<file path="config.mk">
export PLATFORM = sky130hd
export DESIGN_NAME = rst_seq_top
export DESIGN_NICKNAME = d
export VERILOG_FILES = /design/src/rtl/rst_seq_pkg.sv /design/src/rtl/rst_seq_decode.sv /design/src/rtl/rst_seq_timer.sv /design/src/rtl/rst_seq_kill.sv /design/src/rtl/rst_seq_top.sv
export SDC_FILE = /design/constraint.sdc
export NUM_CORES = 1
export LEC_CHECK = 0
export BUFFER_PORTS_ARGS = -buffer_cell sky130_fd_sc_hd__buf_4
export CAP_MARGIN = 20
export CORE_UTILIZATION = 50
export DETAILED_ROUTE_END_ITERATION = 8
export PLACE_DENSITY = 0.84
export SYNTH_ARGS = -nofsm -noshare
export SYNTH_HDL_FRONTEND = slang
export SYNTH_SLANG_ARGS = --single-unit
</file>
<file path="constraint.sdc">
create_clock -name clk -period 4.8 [get_ports clk]
set_clock_uncertainty 0.05 [all_clocks]
set_input_delay 0 -clock clk [delete_from_list [all_inputs] [get_ports clk]]
set_output_delay 0 -clock clk [all_outputs]
set_load 0.01 [all_outputs]
</file>
<file path="src/rtl/rst_seq_pkg.sv">
package rst_seq_pkg;

    // control register bit positions
    localparam int unsigned CMD_PWROFF = 0;
    localparam int unsigned CMD_FULL   = 1;
    localparam int unsigned CMD_NORM   = 2;
    localparam int unsigned CMD_MEM    = 3;
    localparam int unsigned CMD_SLEEP  = 4;
    localparam int unsigned CMD_W      = 5;

    // kill register bit positions
    localparam int unsigned KILL_MAIN  = 0;
    localparam int unsigned KILL_RTC   = 1;
    localparam int unsigned KILL_W     = 2;

    typedef struct packed {
        logic main;
        logic sec;
        logic mem;
    } rst_mask_t;

    typedef struct packed {
        rst_mask_t mask;
        logic      pwroff;
        logic      sleep;
        logic      bootclr;
        logic      slvclr;
    } cmd_dec_t;

    typedef enum logic [1:0] {
        SEQ_IDLE = 2'd0,
        SEQ_HOLD = 2'd1,
        SEQ_WAIT = 2'd2
    } seq_state_e;

    typedef struct packed {
        rst_mask_t mask;
        logic      main_n;
        logic      sec_n;
        logic      mem_n;
        logic      pwroff;
        logic      sleep;
        logic      bootclr;
        logic      slvclr;
        logic      reinit;
    } out_regs_t;

    localparam out_regs_t OUT_RST = '{
        mask:    '{main: 1'b0, sec: 1'b0, mem: 1'b0},
        main_n:  1'b1,
        sec_n:   1'b1,
        mem_n:   1'b1,
        pwroff:  1'b0,
        sleep:   1'b0,
        bootclr: 1'b0,
        slvclr:  1'b0,
        reinit:  1'b0
    };

    // reset subset requested by one reboot-type command bit
    function automatic rst_mask_t cmd_subset(input int unsigned idx, input logic emu);
        rst_mask_t m;
        m = '0;
        case (idx)
            CMD_FULL: m = '{main: 1'b1, sec: 1'b1, mem: 1'b1};
            CMD_NORM: m = '{main: 1'b0, sec: 1'b1, mem: emu};
            CMD_MEM:  m = '{main: 1'b0, sec: 1'b0, mem: 1'b1};
            default:  m = '0;
        endcase
        return m;
    endfunction

endpackage

</file>
<file path="src/rtl/rst_seq_decode.sv">
module rst_seq_decode
    import rst_seq_pkg::*;
(
    input  logic [CMD_W-1:0] cmd,
    input  logic             emu,
    output cmd_dec_t         dec
);

    localparam int unsigned FIRST_RST = CMD_FULL;
    localparam int unsigned LAST_RST  = CMD_MEM;
    localparam int unsigned N_RST     = LAST_RST - FIRST_RST + 1;

    rst_mask_t part [N_RST];

    // one masked subset per reboot-type bit; the union is taken below
    for (genvar g = 0; g < N_RST; g++) begin : g_part
        always_comb begin
            part[g] = cmd[FIRST_RST + g] ? cmd_subset(FIRST_RST + g, emu) : '0;
        end
    end

    always_comb begin
        dec.mask = '0;
        for (int i = 0; i < N_RST; i++) begin
            dec.mask = dec.mask | part[i];
        end
        dec.pwroff  = cmd[CMD_PWROFF];
        dec.sleep   = cmd[CMD_SLEEP];
        dec.bootclr = cmd[CMD_FULL];
        dec.slvclr  = cmd[CMD_NORM];
    end

endmodule

</file>
<file path="src/rtl/rst_seq_timer.sv">
module rst_seq_timer
    import rst_seq_pkg::*;
#(
    parameter int unsigned HOLD_TICKS   = 5,
    parameter int unsigned REINIT_TICKS = 100
) (
    input  logic clk,
    input  logic rst_n,
    input  logic start,
    input  logic tick,
    output logic busy,
    output logic release_now,
    output logic reinit_now
);

    localparam int unsigned MAX_T = (HOLD_TICKS > REINIT_TICKS) ? HOLD_TICKS : REINIT_TICKS;
    localparam int unsigned CW    = (MAX_T < 2) ? 1 : $clog2(MAX_T);
    localparam logic [CW-1:0] HOLD_LAST   = CW'(HOLD_TICKS - 1);
    localparam logic [CW-1:0] REINIT_LAST = CW'(REINIT_TICKS - 1);

    typedef struct packed {
        seq_state_e    state;
        logic [CW-1:0] cnt;
    } tmr_t;

    tmr_t q, d;

    always_comb begin
        d           = q;
        release_now = 1'b0;
        reinit_now  = 1'b0;
        case (q.state)
            SEQ_IDLE: begin
                if (start) begin
                    d.state = SEQ_HOLD;
                    d.cnt   = '0;
                end
            end
            SEQ_HOLD: begin
                if (tick) begin
                    if (q.cnt == HOLD_LAST) begin
                        release_now = 1'b1;
                        d.state     = SEQ_WAIT;
                        d.cnt       = '0;
                    end else begin
                        d.cnt = q.cnt + 1'b1;
                    end
                end
            end
            SEQ_WAIT: begin
                if (tick) begin
                    if (q.cnt == REINIT_LAST) begin
                        reinit_now = 1'b1;
                        d.state    = SEQ_IDLE;
                        d.cnt      = '0;
                    end else begin
                        d.cnt = q.cnt + 1'b1;
                    end
                end
            end
            default: begin
                d.state = SEQ_IDLE;
                d.cnt   = '0;
            end
        endcase
    end

    always_ff @(posedge clk or negedge rst_n) begin
        if (!rst_n) begin
            q <= '{state: SEQ_IDLE, cnt: '0};
        end else begin
            q <= d;
        end
    end

    assign busy = (q.state != SEQ_IDLE);

endmodule

</file>
<file path="src/rtl/rst_seq_kill.sv">
module rst_seq_kill
    import rst_seq_pkg::*;
(
    input  logic              clk,
    input  logic              rst_n,
    input  logic              wr,
    input  logic [KILL_W-1:0] data,
    output logic              kill_next,
    output logic              kill_q,
    output logic              rtc_stb
);

    typedef struct packed {
        logic kill;
        logic rtc;
    } kill_regs_t;

    kill_regs_t q, d;

    always_comb begin
        d.kill = q.kill | (wr & data[KILL_MAIN]);
        d.rtc  = wr & data[KILL_RTC];
    end

    always_ff @(posedge clk or negedge rst_n) begin
        if (!rst_n) begin
            q <= '0;
        end else begin
            q <= d;
        end
    end

    assign kill_next = d.kill;
    assign kill_q    = q.kill;
    assign rtc_stb   = q.rtc;

endmodule

</file>
<file path="src/rtl/rst_seq_top.sv">
module rst_seq_top
    import rst_seq_pkg::*;
#(
    parameter int unsigned DW           = 8,
    parameter int unsigned HOLD_TICKS   = 5,
    parameter int unsigned REINIT_TICKS = 100
) (
    input  logic          clk,
    input  logic          rst_n,
    input  logic          wr_en,
    input  logic          wr_sel,
    input  logic [DW-1:0] wr_data,
    input  logic          emu_mode,
    input  logic          tick,
    output logic          main_rst_n,
    output logic          sec_rst_n,
    output logic          mem_rst_n,
    output logic          busy,
    output logic          pwroff_stb,
    output logic          sleep_stb,
    output logic          bootenv_clr_stb,
    output logic          slvreg_clr_stb,
    output logic          reinit_stb,
    output logic          rtc_prot_stb
);

    logic unused_hi;
    assign unused_hi = ^wr_data[DW-1:CMD_W];

    cmd_dec_t  dec;
    logic      tmr_busy;
    logic      release_now;
    logic      reinit_now;
    logic      kill_next;
    logic      kill_q;
    logic      ctrl_accept;
    logic      seq_start;
    out_regs_t q, d;

    rst_seq_decode u_decode (
        .cmd (wr_data[CMD_W-1:0]),
        .emu (emu_mode),
        .dec (dec)
    );

    rst_seq_kill u_kill (
        .clk       (clk),
        .rst_n     (rst_n),
        .wr        (wr_en & wr_sel),
        .data      (wr_data[KILL_W-1:0]),
        .kill_next (kill_next),
        .kill_q    (kill_q),
        .rtc_stb   (rtc_prot_stb)
    );

    rst_seq_timer #(
        .HOLD_TICKS   (HOLD_TICKS),
        .REINIT_TICKS (REINIT_TICKS)
    ) u_timer (
        .clk         (clk),
        .rst_n       (rst_n),
        .start       (seq_start),
        .tick        (tick),
        .busy        (tmr_busy),
        .release_now (release_now),
        .reinit_now  (reinit_now)
    );

    always_comb begin
        ctrl_accept = wr_en & ~wr_sel & ~tmr_busy;
        seq_start   = ctrl_accept & (|dec.mask);

        d = q;
        if (seq_start) begin
            d.mask = dec.mask;
        end else if (release_now) begin
            d.mask = '0;
        end

        d.main_n  = ~(d.mask.main | kill_next);
        d.sec_n   = ~d.mask.sec;
        d.mem_n   = ~d.mask.mem;

        d.pwroff  = ctrl_accept & dec.pwroff;
        d.sleep   = ctrl_accept & dec.sleep;
        d.bootclr = ctrl_accept & dec.bootclr;
        d.slvclr  = ctrl_accept & dec.slvclr;
        d.reinit  = reinit_now;
    end

    always_ff @(posedge clk or negedge rst_n) begin
        if (!rst_n) begin
            q <= OUT_RST;
        end else begin
            q <= d;
        end
    end

    assign main_rst_n      = q.main_n;
    assign sec_rst_n       = q.sec_n;
    assign mem_rst_n       = q.mem_n;
    assign busy            = tmr_busy;
    assign pwroff_stb      = q.pwroff;
    assign sleep_stb       = q.sleep;
    assign bootenv_clr_stb = q.bootclr;
    assign slvreg_clr_stb  = q.slvclr;
    assign reinit_stb      = q.reinit;

endmodule

</file>
==> key figures, run 1 <==
Clock tree
  • Clock-pin slew on the worst setup and hold paths: approximately 0.12 ns
  • Root buffer selected by CTS: clkbuf_4
  • CTS Buf Count: 3
  • Num Clock Sinks: 22
  • Clk buf depth: 2
  • Clk_lat worst skew: 0.31 ns
  • Post-CTS Setup Bufs: 0
  • CTS tree: done
  • H-tree depth: 1

Routing
  • Final wirelength: ~2500 µm
  • Met1 Wirelength: 1070 µm
  • DR pass1 iterations: 4
  • Drt initial violations: 23
  • Met3 WL: 108 µm
  • Top sig layer: met4
  • Via-to-Cell Ratio: between 5 and 6
  • Mean routed wirelength per cell: 15.2 µm
  • Met2 wire len: between 1000 and 1500 µm
  • Via Count: 950
  • Antenna Violating Nets Remaining: 0
  • DRC viols: 0

Floorplanning
  • Rows: 16
  • I/O pins: 24
  • Core ar.: roughly 2000 µm²
  • Die width: around 49 µm
  • Initial core utilization: 54.6%
  • Die Area: around 2400 µm²
  • Die span in y: 49.0 µm

Final layout
  • Share of layout cells above drive strength 1: between 20% and 30%
  • NumNets Final: 157
  • Filler instances: around 150
  • Non-filler cells, final: between 150 and 200
  • # diodes: 0
  • Area grow syn2layout: 32.5%
  • Post-route cell area: 1460 µm²
  • Most common cell after layout, fill and taps aside: buf_4
  • Most frequent cells in the layout: buf_4, dfrtp_1, nand2_1, dlygate4sd3_1, o211ai_1

Placement
  • Post-placement cell count: roughly 150
  • Routability cong.: 0.857
  • Placed Area: 1280 µm²
  • Port Buffer Count: 20
  • Final HPWL DP: about 1600 µm

STA
  • Count of final setup violators: 0
  • Peak Freq: roughly 370 MHz
  • Worst slew margin: between 60% and 70%
  • Hold Fails Final Rpt: 0
  • Worst-Margin Slew: roughly 0.54 ns
  • Final Max Tran Viols: 0
  • Post-route setup TNS: 0 ns
  • RSZ-0062 raised after global routing: false
  • Final cycle utilization of the critical path: about 56%
  • Min Tclk post-route: between 2 and 3 ns

Setup path
  • Most used cell, CP: dlygate4sd3_1
  • Cell Chain, Critical Path: nor4b_4, o21ai_1, dlygate4sd3_1, nand2_1, o21a_1, dlygate4sd3_1
  • CP arrival: 2.88 ns
  • CP Max Fanout: 9
  • Critical Path Source Type: flip-flop
  • Crit. End Element: flip-flop
  • Max incr delay on CP: 0.60 ns
  • CP Class: flip-flop to flip-flop
  • Critical Path RT: ~5 ns
  • Slowest cell on crit path: dlygate4sd3_1
  • CP Buf/Inv Count: 2
  • Cell class contributing the biggest share of worst-path delay: buffers and inverters

Flow run
  • Max Cap Viol: 0

Pwr
  • Peak supply drop: about 0.41 mV
  • Power Density: between 400 and 500 nW/µm²
  • Design Power: between 0.6 and 0.7 mW
  • Flop pwr share: 43.4%
  • Logic pwr share: 41.8%
  • Pleak: 0.630 nW
  • Sw Share: roughly two fifths
  • Internal power: around 0.42 mW
  • Clock power frac: 14.7%
  • Psw: approximately 0.27 mW

Synthesis
  • Post-Synthesis Net Count: 118
  • Syn Area/Cell: about 11 µm²
  • Cell variety after synth: 38
  • Seq/Total Area, Yosys: ~50%
  • Post-Syn Instances: 102
  • Yosys synthesis warning count: 0
  • Yosys reg bits: 22
  • Syn Std Cell Area: 1100 µm²

Min path
  • Worst min path class: input pin to async pin

Global route
  • First-pass GRT wire length: between 4000 and 5000 µm
  • Initial antenna violation count: 0
  • GR Util All Layers: roughly a quarter
  • Vias in the first global route: approximately 940
  • Gr ovfl total: 0
  • Largest net degree at the start of global routing: 23

Run status
  • Status: finished, final reports clean
==> repair_timing <==
action / in CTS / in global routing
endpoints found under the setup margin: 0 / 0
hold endpoints to repair: 35 / 0
gates resized for setup: 0 / 0
hold buffers: 15 / 0
==> cells in the mapped netlist <==
| master | instances | share of area [%] |
|---|---|---|
| nand4_1 | 2 | 1.1 |
| a41oi_2 | 1 | 1.5 |
| dfrtp_1 | 19 | 43 |
| a31o_2 | 1 | 0.79 |
| and4_1 | 1 | 0.79 |
| inv_1 | 3 | 1.0 |
| or3_1 | 2 | 1.1 |
| and3_1 | 1 | 0.57 |
| and4bb_2 | 1 | 1.1 |
| a21o_4 | 1 | 1.4 |
| ha_1 | 2 | 2.3 |
| buf_6 | 1 | 1.0 |
| a21boi_4 | 1 | 1.7 |
| nand2b_1 | 1 | 0.57 |
| and2_1 | 4 | 2.3 |
| o221ai_2 | 1 | 1.4 |
| nand3_1 | 3 | 1.4 |
| o211ai_1 | 7 | 4.8 |
| o21a_1 | 2 | 1.4 |
| or2_2 | 1 | 0.57 |
| o311ai_1 | 1 | 0.79 |
| o21ai_0 | 3 | 1.4 |
| maj3_1 | 1 | 0.91 |
| nor3_1 | 3 | 1.4 |
| nor2_1 | 3 | 1.0 |
| nor2_2 | 3 | 1.7 |
| nor4b_4 | 1 | 2.2 |
| o21ai_1 | 4 | 1.8 |
| a31o_1 | 2 | 1.6 |
| a22oi_1 | 1 | 0.68 |
| a22o_1 | 1 | 0.79 |
| o21ai_2 | 1 | 0.79 |
| nor2b_1 | 2 | 1.1 |
| nand2_1 | 15 | 5.1 |
| o22ai_1 | 1 | 0.57 |
| a21oi_2 | 1 | 0.79 |
| dfstp_2 | 3 | 7.1 |
| nand2_2 | 1 | 0.57 |
==> state kept, by name, summed over array words and instances, names as in the netlist <==
name,cells
bootenv_clr_stb,1
main_rst_n,1
mem_rst_n,1
pwroff_stb,1
q,3
reinit_stb,1
sec_rst_n,1
sleep_stb,1
slvreg_clr_stb,1
u_kill.kill_q,1
u_kill.rtc_stb,1
u_timer.q,9
==> routing by layer <==
| layer | track usage, % | vias up |
|---|---|---|
| met5 | 0 | - |
| met4 | 5.88 | 0 |
| met3 | 3.74 | 4 |
| met2 | 41.4 | 29 |
| met1 | 31.9 | 464 |
| li1 | - | 453 |
==> cell type report <==
type	count	area, µm²	share of cell area [%]
sequential	22	554	37.9
multi-input combinational	76	527	36.0
timing repair buffer	35	300	20.5
clock buffer	4	36.3	2.48
tap	27	33.8	2.31
inverter	3	11.3	0.770
==> cells by family after synthesis <==
kind of cell	synth area share, %
AND/OR/NAND/NOR	22.6
flip-flops	50.2
adder cells (fa/ha/maj)	3.17
AO/OA/AOI/OAI	22.0
buffers and inverters	2.04
==> final timing paths <==
check	slack [ns]	cells after the start	end	from
worst min-delay path	0.05	2	q[9]$_DFF_PN0_	rst_n
worst min register to register	0.45	2	main_rst_n$_DFF_PN1_	u_kill.kill_q$_DFF_PN0_
max in group asynchronous	4.38	2	main_rst_n$_DFF_PN1_	rst_n
worst max register to register	2.12	6	sec_rst_n$_DFF_PN1_	u_timer.q[7]$_DFFE_PN0P_
worst max-delay path	2.12	6	sec_rst_n$_DFF_PN1_	u_timer.q[7]$_DFFE_PN0P_
min in group clk	0.40	3	sleep_stb$_DFF_PN0_	wr_data[4]
==> through the flow <==
| step | setup slack (ns) | hold WS [ns] | util (%) |
|---|---|---|---|
| after floorplan | 3.17 | -0.346 | - |
| after global routing | 2.01 | 0.0657 | 72.3 |
| after detailed placement | 2.92 | -0.146 | 63.1 |
| after CTS | 2.23 | 0.0603 | 72.3 |
| final | 2.12 | 0.0461 | 72.3 |
| after global placement | 2.99 | -0.150 | 63.1 |
==> power groups by stage <==
stage / Combinational (mW) / Sequential (mW) / Clock, mW
after global placement: 0.260 / 0.300 / 0
after floorplan: 0.204 / 0.289 / 0
final: 0.291 / 0.303 / 0.103
after CTS: 0.289 / 0.300 / 0.104
after detailed placement: 0.270 / 0.304 / 0
after global routing: 0.321 / 0.310 / 0.113
Note: power is estimated with default switching activity, not from simulation.
==> run 2, diff against run 1 <==
- ABC_AREA: unset -> 1
- clock period: 4.8 -> 2.69 ns (I/O delays scaled with it)
==> run 2 against run 1 <==
Worst setup slack got worse by 1.2 ns. Final cell count increased by 27%. Largest cell class unchanged. Worst hold slack got worse by 0.024 ns. Combinational power rose by 42%. Synthesized area grew 4.3%. Wire length down 4.6%.
==> key figures, run 2 <==
Run status
  • Status: finished, final reports clean

STA
  • Min Tclk post-route: between 1.5 and 2 ns
  • Final Max Tran Viols: 0
  • Final cycle utilization of the critical path: approximately two thirds
  • Worst-Margin Slew: about 0.48 ns
  • Post-route setup TNS: 0 ns
  • RSZ-0062 raised after global routing: false
  • Hold Fails Final Rpt: 0
  • Hold WS: approximately 0.023 ns
  • Count of final setup violators: 0
  • Peak Freq: around 570 MHz
  • Worst slew margin: 67.8%

Floorplanning
  • Rows: 17
  • Core ar.: 2190 µm²
  • Die Area: roughly 2500 µm²
  • Die span in y: between 40 and 50 µm
  • I/O pins: 24
  • Die width: between 40 and 50 µm
  • Initial core utilization: 52.5%

Setup path
  • Cell Chain, Critical Path: dlygate4sd3_1, buf_4, nand2_1, dlygate4sd3_1, nor2_1, dlygate4sd3_1
  • CP Buf/Inv Count: 4
  • Max incr delay on CP: between 0.5 and 0.6 ns
  • CP Class: input pin to flip-flop
  • Most used cell, CP: dlygate4sd3_1
  • Critical Path RT: approximately 2.8 ns
  • CP Max Fanout: 3
  • Crit. End Element: flip-flop
  • Slowest cell on crit path: dlygate4sd3_1
  • CP arrival: 1.91 ns
  • Cell class contributing the biggest share of worst-path delay: buffers and inverters
  • Critical Path Source Type: input pin

Placement
  • Port Buffer Count: 20
  • Routability cong.: around 0.87
  • Post-placement cell count: 198
  • Final HPWL DP: approximately 1700 µm
  • Placed Area: 1320 µm²

Clock tree
  • Root buffer selected by CTS: clkbuf_4
  • Num Clock Sinks: 22
  • Clk buf depth: 2
  • Clock-pin slew on the worst setup and hold paths: roughly 0.12 ns
  • CTS Buf Count: 3
  • Post-CTS Setup Bufs: 0
  • Clk_lat worst skew: approximately 0.30 ns
  • CTS tree: done
  • H-tree depth: 1

Synthesis
  • Yosys synthesis warning count: 0
  • Syn Std Cell Area: about 1200 µm²
  • Top-area cell type share of the netlist area: about two fifths
  • EDFF count, synth: 0
  • Seq/Total Area, Yosys: 48.2%
  • Post-synth ARST share: 100%
  • Count leader, synth: nand2_1
  • Post-Synthesis Net Count: between 150 and 200
  • Synth cell count leaders: nand2_1, inv_1, dfrtp_1, nor2_1, nand3_1
  • Post-Syn Instances: around 150
  • Yosys reg bits: 22
  • Syn Area/Cell: between 7 and 8 µm²
  • Main synth FF type: dfrtp_1
  • Top cells by area, synth: dfrtp_1, nand2_1, inv_1, dfstp_2, nand3_1
  • Cell variety after synth: 23
  • Synth area leader: dfrtp_1

Global route
  • Largest net degree at the start of global routing: 23
  • Initial antenna violation count: 0
  • GR Util All Layers: 21.9%
  • Gr ovfl total: 0
  • Vias in the first global route: just over 1,000
  • First-pass GRT wire length: a little over 4000 µm

Final layout
  • Share of layout cells above drive strength 1: a little over a fifth
  • Max reg flops: 9
  • Largest registers: u_timer.q (9), q (3)
  • Area grow syn2layout: 26.3%
  • NumNets Final: roughly 200
  • Filler instances: 173
  • Biggest register: u_timer.q
  • # diodes: 0
  • Most frequent cells in the layout: nand2_1, inv_1, buf_4, dfrtp_1, nor2_1
  • Non-filler cells, final: 212
  • Most common cell after layout, fill and taps aside: nand2_1
  • Post-route cell area: 1450 µm²

Routing
  • Final wirelength: 2420 µm
  • Via Count: between 1,000 and 1,500
  • Drt initial violations: 23
  • Mean routed wirelength per cell: about 11 µm
  • DR pass1 iterations: 4
  • Via-to-Cell Ratio: about 5.0
  • DRC viols: 0
  • Antenna Violating Nets Remaining: 0

Min path
  • Worst min path class: input pin to flip-flop

Pwr
  • Peak supply drop: roughly 0.66 mV
  • Pleak: a little over 0.8 nW
  • Power Density: 725 nW/µm²

Flow run
  • Max Cap Viol: 0
-- run 2: changes by cell type after synthesis, moves of 4 or more --
| cell | previous run | this run |
|---|---|---|
| nand2_1 | 15 | 47 |
| inv_1 | 3 | 23 |
| nor2_1 | 3 | 18 |
| nand3_1 | 3 | 14 |
| o211ai_1 | 7 | 0 |
| and2_1 | 4 | 0 |
| inv_2 | 0 | 4 |
-- run 2: cell families (layout without fill, tap and decap cells) --
| logic type | count (synthesis) | after routing | synth area share (%) |
|---|---|---|---|
| DFF | 22 | 22 | 48.2 |
| buffers and inverters | 29 | 61 | 10.4 |
| AOI/OAI and AO/OA | 10 | 10 | 6.09 |
| adders and majority gates | 2 | 2 | 2.17 |
| and+or+nand+nor | 89 | 89 | 33.2 |
-- run 2: cell type report --
class / count / area, µm² / share of cell area [%]
Sequential cell: 22 / 554 / 38.1
Inverter: 27 / 101 / 6.97
Clock buffer: 4 / 36.3 / 2.50
Timing Repair Buffer: 30 / 250 / 17.2
Tap cell: 28 / 35.0 / 2.41
Multi-Input combinational cell: 101 / 477 / 32.8
-- run 2: repair_timing --
action / 4_1_cts / 5_1_grt
gates resized for setup: 0 / 0
setup endpoints to repair: 0 / 0
endpoints found under the hold margin: 32 / 0
hold buffers: 10 / 0
-- run 2: routing by layer --
layer,part of all wire [%],global-route usage (%)
met4,1.4,13.3
met5,0,0
met3,3.6,2.78
met1,43,24.7
met2,52,38.7
-- run 2: worst reg2reg max path: cells and delay by family, from the launching register on --
| family | cells | cell delay (ns) |
|---|---|---|
| buf+inv | 2 | 0.26 |
| simple gates | 4 | 0.71 |
| flops | 1 | 0.42 |
| compound gates | 1 | 0.08 |
-- run 2: final timing paths --
kind | slack, ns | end | cells past startpoint | start
max | 0.93 | u_kill.rtc_stb$_DFF_PN0_ | 6 | wr_sel
min | 0.02 | mem_rst_n$_DFF_PN1_ | 6 | emu_mode
max reg2reg | 1.07 | u_timer.q[0]$_DFFE_PN0P_ | 7 | u_timer.q[8]$_DFFE_PN0P_
min reg2reg | 0.42 | sec_rst_n$_DFF_PN1_ | 1 | q[9]$_DFF_PN0_
max in group asynchronous | 2.26 | mem_rst_n$_DFF_PN1_ | 2 | rst_n
min in group asynchronous | 0.07 | slvreg_clr_stb$_DFF_PN0_ | 2 | rst_n
-- run 2: through the flow --
step	util [%]	worst slack, ns	power (mW)
6_report	66.4	0.926	1.05
5_1_grt	66.4	0.890	1.14
4_1_cts	66.4	0.993	1.06
3_5_place_dp	60.1	1.07	0.872
3_3_place_gp	60.1	1.14	0.855
2_1_floorplan	-	1.37	0.764
-- run 2: report_power, final --
part	internal [mW]	switching, mW	total (mW)
clock network	0.0825	0.0960	0.178
registers	0.413	0.0488	0.462
logic	0.155	0.259	0.414
total	0.651	0.404	1.05
